`src/rtl/scan_lock_pkg.sv`:
```
// Package: shared constants for the key-gated scan scrambler.
// Assumes every parameter list packs its entries into fields of FW bits.
package scan_lock_pkg;
    localparam int unsigned FW = 8;
    typedef enum logic {CELL_CAPTURE = 1'b0, CELL_SHIFT = 1'b1} cell_mode_e;
endpackage

```
`src/rtl/scan_chain.sv`:
```
// scan_chain: one row of CHAIN_LEN resettable cells.
// Shift mode moves data from si toward q[CHAIN_LEN-1]; each cell's shift
// source is XORed with its flip bit. Capture mode loads func_d.
// Assumes CHAIN_LEN >= 2.
module scan_chain
    import scan_lock_pkg::*;
#(
    parameter int unsigned CHAIN_LEN = 8
) (
    input  logic                 clk,
    input  logic                 rst_n,
    input  logic                 scan_en,
    input  logic                 si,
    input  logic [CHAIN_LEN-1:0] func_d,
    input  logic [CHAIN_LEN-1:0] flip,
    output logic [CHAIN_LEN-1:0] q
);
    cell_mode_e mode;

    // Select the cell mode from scan enable.
    always_comb mode = scan_en ? CELL_SHIFT : CELL_CAPTURE;

    // Update all cells: reset, shift with flips, or capture.
    always_ff @(posedge clk) begin
        if (!rst_n)
            q <= '0;
        else if (mode == CELL_SHIFT)
            q <= {q[CHAIN_LEN-2:0], si} ^ flip;
        else
            q <= func_d;
    end
endmodule

```
`src/rtl/key_inject.sv`:
```
// key_inject: turns the key cells into per-stage LFSR injection terms.
// Each key cell is tapped true or inverted, gated by the window, and
// XOR-merged into its assigned stage. Assumes the index and stage fields
// fit the array and LFSR sizes.
module key_inject
    import scan_lock_pkg::*;
#(
    parameter int unsigned N_CELLS  = 16,
    parameter int unsigned CHAIN_LEN = 8,
    parameter int unsigned KEY_COLS = 6,
    parameter int unsigned LFSR_W   = 16,
    parameter int unsigned NKEY     = 4,
    parameter logic [NKEY*FW-1:0] KEY_IDX   = {8'd13, 8'd10, 8'd3, 8'd1},
    parameter logic [NKEY-1:0]    KEY_INV   = 4'b0101,
    parameter logic [NKEY*FW-1:0] KEY_STAGE = {8'd14, 8'd9, 8'd5, 8'd0}
) (
    input  logic [N_CELLS-1:0] cells,
    input  logic               inj_win,
    output logic [LFSR_W-1:0]  inj
);
    localparam int unsigned CW = (N_CELLS > 1) ? $clog2(N_CELLS) : 1;
    localparam int unsigned SW = (LFSR_W > 1) ? $clog2(LFSR_W) : 1;

    // Elaboration guard: key cells must sit in the first KEY_COLS columns.
    for (genvar p = 0; p < NKEY; p++) begin : g_col_guard
        localparam int unsigned COL = int'(KEY_IDX[p*FW +: FW]) % CHAIN_LEN;
        if (COL >= KEY_COLS) begin : g_bad
            $error("key cell outside the key column range");
        end
    end

    // Build the injection vector from every key tap.
    always_comb begin
        logic [CW-1:0] ci;
        logic [SW-1:0] st;
        inj = '0;
        ci  = '0;
        st  = '0;
        for (int p = 0; p < NKEY; p++) begin
            ci = KEY_IDX[p*FW +: CW];
            st = KEY_STAGE[p*FW +: SW];
            inj[st] = inj[st] ^ (inj_win & (cells[ci] ^ KEY_INV[p]));
        end
    end
endmodule

```
`src/rtl/obf_lfsr.sv`:
```
// obf_lfsr: Galois LFSR that advances only when adv is high and adds the
// injection terms on each advance. Feedback from the last stage enters
// stage 0 and every stage whose POLY bit is set.
module obf_lfsr #(
    parameter int unsigned       LFSR_W = 16,
    parameter logic [LFSR_W-1:0] POLY   = 16'h6800
) (
    input  logic              clk,
    input  logic              rst_n,
    input  logic              adv,
    input  logic [LFSR_W-1:0] inj,
    output logic [LFSR_W-1:0] state
);
    logic [LFSR_W-1:0] nxt;

    // Next-state function with polynomial feedback and injection.
    always_comb begin
        nxt[0] = state[LFSR_W-1] ^ inj[0];
        for (int i = 1; i < LFSR_W; i++)
            nxt[i] = state[i-1] ^ (POLY[i] & state[LFSR_W-1]) ^ inj[i];
    end

    // State register: cleared on reset, updated only on advance.
    always_ff @(posedge clk) begin
        if (!rst_n)
            state <= '0;
        else if (adv)
            state <= nxt;
    end
endmodule

```
`src/rtl/path_flip_map.sv`:
```
// path_flip_map: routes LFSR stages onto the shift-path XORs of chosen
// cells. Cells without a path XOR get a constant zero flip.
module path_flip_map
    import scan_lock_pkg::*;
#(
    parameter int unsigned N_CELLS = 16,
    parameter int unsigned LFSR_W  = 16,
    parameter int unsigned NOBF    = 4,
    parameter logic [NOBF*FW-1:0] OBF_IDX   = {8'd14, 8'd11, 8'd7, 8'd4},
    parameter logic [NOBF*FW-1:0] OBF_STAGE = {8'd15, 8'd8, 8'd3, 8'd15}
) (
    input  logic [LFSR_W-1:0]  lfsr_q,
    output logic [N_CELLS-1:0] flip
);
    localparam int unsigned CW = (N_CELLS > 1) ? $clog2(N_CELLS) : 1;
    localparam int unsigned SW = (LFSR_W > 1) ? $clog2(LFSR_W) : 1;

    // Place each selected stage on its target cell's XOR input.
    always_comb begin
        logic [CW-1:0] ci;
        logic [SW-1:0] st;
        flip = '0;
        ci   = '0;
        st   = '0;
        for (int k = 0; k < NOBF; k++) begin
            ci = OBF_IDX[k*FW +: CW];
            st = OBF_STAGE[k*FW +: SW];
            flip[ci] = flip[ci] ^ lfsr_q[st];
        end
    end
endmodule

```
`src/rtl/scan_lock_top.sv`:
```
// scan_lock_top: N_CHAINS scan chains of CHAIN_LEN cells, key taps into an
// LFSR, and LFSR-driven XORs in the shift path. Assumes lfsr_adv and
// inj_win come from an external sequencer.
module scan_lock_top
    import scan_lock_pkg::*;
#(
    parameter int unsigned N_CHAINS  = 2,
    parameter int unsigned CHAIN_LEN = 8,
    parameter int unsigned KEY_COLS  = 6,
    parameter int unsigned LFSR_W    = 16,
    parameter logic [LFSR_W-1:0] POLY = 16'h6800,
    parameter int unsigned NKEY      = 4,
    parameter logic [NKEY*FW-1:0] KEY_IDX   = {8'd13, 8'd10, 8'd3, 8'd1},
    parameter logic [NKEY-1:0]    KEY_INV   = 4'b0101,
    parameter logic [NKEY*FW-1:0] KEY_STAGE = {8'd14, 8'd9, 8'd5, 8'd0},
    parameter int unsigned NOBF      = 4,
    parameter logic [NOBF*FW-1:0] OBF_IDX   = {8'd14, 8'd11, 8'd7, 8'd4},
    parameter logic [NOBF*FW-1:0] OBF_STAGE = {8'd15, 8'd8, 8'd3, 8'd15}
) (
    input  logic                          clk,
    input  logic                          rst_n,
    input  logic                          scan_en,
    input  logic [N_CHAINS-1:0]           scan_in,
    input  logic [N_CHAINS*CHAIN_LEN-1:0] func_d,
    input  logic                          lfsr_adv,
    input  logic                          inj_win,
    output logic [N_CHAINS-1:0]           scan_out,
    output logic [N_CHAINS*CHAIN_LEN-1:0] func_q
);
    localparam int unsigned N_CELLS = N_CHAINS * CHAIN_LEN;

    logic [N_CELLS-1:0] cells;
    logic [N_CELLS-1:0] flip_all;
    logic [LFSR_W-1:0]  inj;
    logic [LFSR_W-1:0]  lfsr_q;

    key_inject #(
        .N_CELLS(N_CELLS), .CHAIN_LEN(CHAIN_LEN), .KEY_COLS(KEY_COLS),
        .LFSR_W(LFSR_W), .NKEY(NKEY), .KEY_IDX(KEY_IDX),
        .KEY_INV(KEY_INV), .KEY_STAGE(KEY_STAGE)
    ) u_key (
        .cells(cells), .inj_win(inj_win), .inj(inj)
    );

    obf_lfsr #(.LFSR_W(LFSR_W), .POLY(POLY)) u_lfsr (
        .clk(clk), .rst_n(rst_n), .adv(lfsr_adv), .inj(inj), .state(lfsr_q)
    );

    path_flip_map #(
        .N_CELLS(N_CELLS), .LFSR_W(LFSR_W), .NOBF(NOBF),
        .OBF_IDX(OBF_IDX), .OBF_STAGE(OBF_STAGE)
    ) u_map (
        .lfsr_q(lfsr_q), .flip(flip_all)
    );

    for (genvar c = 0; c < N_CHAINS; c++) begin : g_chain
        scan_chain #(.CHAIN_LEN(CHAIN_LEN)) u_chain (
            .clk(clk), .rst_n(rst_n), .scan_en(scan_en), .si(scan_in[c]),
            .func_d(func_d[c*CHAIN_LEN +: CHAIN_LEN]),
            .flip(flip_all[c*CHAIN_LEN +: CHAIN_LEN]),
            .q(cells[c*CHAIN_LEN +: CHAIN_LEN])
        );
        // Serial output is the last column of the chain.
        assign scan_out[c] = cells[c*CHAIN_LEN + CHAIN_LEN - 1];
    end

    assign func_q = cells;
endmodule

```
`config.mk`:
```
export PLATFORM = sky130hd
export DESIGN_NAME = scan_lock_top
export DESIGN_NICKNAME = d
export VERILOG_FILES = /design/src/rtl/scan_lock_pkg.sv /design/src/rtl/scan_chain.sv /design/src/rtl/key_inject.sv /design/src/rtl/obf_lfsr.sv /design/src/rtl/path_flip_map.sv /design/src/rtl/scan_lock_top.sv
export SDC_FILE = /design/constraint.sdc
export NUM_CORES = 1
export LEC_CHECK = 0
export BUFFER_PORTS_ARGS = -buffer_cell sky130_fd_sc_hd__buf_4
export CAP_MARGIN = 20
export CORE_UTILIZATION = 45
export DETAILED_ROUTE_END_ITERATION = 12
export PLACE_DENSITY = 0.71
export SLEW_MARGIN = 20
export SYNTH_ARGS = -nofsm -noshare
export SYNTH_HDL_FRONTEND = slang
export SYNTH_SLANG_ARGS = --single-unit
```
`constraint.sdc`:
```
create_clock -name clk -period 1 [get_ports clk]
set_clock_uncertainty 0.15 [all_clocks]
set_input_delay 0 -clock clk [delete_from_list [all_inputs] [get_ports clk]]
set_output_delay 0 -clock clk [all_outputs]
set_load 0.01 [all_outputs]
```
==> metrics.cfg <==
[status]
status=finished, violations left
violations=design-rule violations, negative hold slack, negative setup slack

[sta]
rsz0062_at_grt=true
min_period_ns=1.119
worstMarginPinSlew_ns=0.2921
setup_tns_ns=-0.4763
relSlewSlack_pct=80.53
hold_violations=31
finalCritPeriodShare_pct=111.9
fmax_mhz=894.0
drv_slew=0
fin_ws_ns=-0.1186
setup_viol=9
holdWs_ns=-0.1080

[final_layout]
antennaDiodeCount=0
fin_nets=207
fill_cells=210
fin_cells=215
drive_gt1_share_pct=43.48
stdcell_area_um2=2019
seq_area_um2=674.4
multi_input_area_um2=679.4
area_growth_pct=48.48

[power_and_ir_drop]
peakVddDrop_v=0.0009922
powerDensity_nw_per_um2=1276
total_power_mw=2.578
leakagePower_nw=0.9325

[critical_path]
cp_slowest_cell=dfxtp_2
cp.required_ns=1.11
crit_family=flip-flops
cp_num_buf_inv=1
cp-end-kind=register
r2r_start=u_lfsr.state[15]
cp_cell_sequence=buf_6 -> xor2_4 -> nand4_1 -> o211ai_2
slowest_delay_ns=0.35
critPathLaunchType=register
path_class=reg -> reg
startpoint=u_lfsr.state[15]
cp_data_arrival_time_ns=1.22
critPathMaxFanout=5

[global_routing]
overflow=0
grt_use_total_pct=20.66
grt_pass1_vias=1086
grt_pass1_wl_mm=4.981
grt_max_degree=35
antenna_found_initial=0

[floorplan]
die_height_um=56.98
ioPinCount=41
core_um2=2805
die-width_um=56.98
die_area_um2=3246
fp-row-count=19
initial_core_util_pct=48.48

[detailed_routing]
drt_first_pass_iters=7
wl_mm=3.111
ant_nets=0
viasPerCell=4.967
vias=1068
wl_per_cell_um=14.47
drt_iter0_markers=29
drc=2

[flow_run]
drv_cap=0

[synth]
syn_nets=146
ys_seq_elements=32
mappedNetlistArea_um2=1360
ys_types=19
yosys_warnings=0
synth.avg_cell_area_um2=11.06
yosysSeqAreaShare_pct=47.10
syn-instance-count=123

[clock_network]
clk_root_buffer_cell=clkbuf_4
numCtsBuffers=5
cts_tree=built
cts_max_path_buffers=2
numClockSinks=32
cts.reportedPaths.clkPinSlew_ns=0.11
clkLatencyLatePin_ns=0.34
htreeDepth=2

[placement]
dpl_cell_area_um2=1633
place.gp.congestion=0.6974
dp_hpwl_mm=1.772
placed_cells=187
pre_cts_slack_ns=-0.08991
io_buffers=40

[hold_path]
worstHoldStart=rst_n
hold_path_class=in -> reg

power breakdown:
group          switching [mW]  total [mW]  internal (mW)  leakage [nW]
Sequential             0.0512        1.39           1.34         0.271
Combinational           0.183       0.481          0.298         0.633
Clock                   0.443       0.702          0.259        0.0281
Total                   0.677        2.58           1.90         0.932
layer usage:
layer  up-vias  wire (um)  part of all wire, %  GRT usage [%]
li1        531          -                    -              -
met1       507       1292                   42          23.45
met2        24       1656                   53          35.29
met4         0         48                  1.5          7.317
met5         -          0                    0              0
met3         6        114                  3.7          8.163
cells in the mapped netlist (all sizes together):
cell type  number  area share, %
xor2            2            1.8
and2b           2            1.1
mux2i          22             16
clkbuf          2           0.74
o211ai          1           0.92
buf             9            6.5
nand4           2           0.92
nor2b          22             10
xnor2           8            5.2
dfxtp          32             47
o211a           6            4.4
o21ai           3            1.1
a21oi           3            1.1
nand3b          1           0.55
nand2           8            2.2
cells by family (layout without fill, tap and decap cells):
family,after synthesis,count (layout),share of synthesized area [%]
and+or+nand+nor,35,35,14.90
DFF,32,32,47.10
muxes,22,22,16.19
AOI/OAI and AO/OA,13,13,7.543
buffers and inverters,11,72,7.267
xor gates and xnor gates,10,10,6.992
sequential cells by signal, summed over array words and instances, names as in the netlist:
signal,flops
u_lfsr.state,16
g_chain.u_chain.q,16
metrics by stage:
step,util [%],hold WS (ns)
2_1_floorplan,-,-0.02183
3_3_place_gp,58.21,0.07525
3_5_place_dp,58.21,0.07616
4_1_cts,68.02,-0.1327
5_1_grt,71.99,-0.1036
6_report,71.99,-0.1080
path summary, 6_finish.rpt:
kind                                   to  slack [ns]  cells after the start
hold / removal    g_chain[1].u_chain.q[3]       -0.11                      2
setup / recovery         u_lfsr.state[14]       -0.12                      4
setup reg to reg         u_lfsr.state[14]       -0.12                      4
hold reg to reg          u_lfsr.state[11]        0.36                      1
cells in the final DEF (no fill, tap or decap):
cell,netlist,layout
xnor2_1,8,2
nor2b_1,22,22
clkbuf_1,0,1
clkbuf_4,0,5
buf_4,4,34
o21ai_1,3,3
clkinv_2,0,1
nand2_1,8,7
buf_6,3,12
o211a_1,6,6
a21oi_1,3,3
nand3b_1,1,1
dfxtp_4,0,4
dfxtp_2,0,15
nand2_2,0,1
dlygate4sd3_1,0,19
xor2_1,1,1
xor2_4,0,1
and2b_1,2,2
mux2i_1,22,22
xnor2_2,0,6
dfxtp_1,32,13
nand4_1,2,2
o211ai_2,1,1
what timing repair did:
action,4_1_cts,5_1_grt
hold buffers,18,1
setup endpoints to repair,13,27
setup buffers,1,1
endpoints found under the hold margin,32,32
resized for setup,12,29
pin swaps,5,4
area by class of cell:
class,instances,area share (%)
multi-input combinational,80,33.64
sequential,32,33.40
clock inverter,1,0.2478
clock buffer,6,2.045
timing repair buffer,65,28.75
tap,31,1.921
Note: power is estimated with default switching activity, not from simulation.
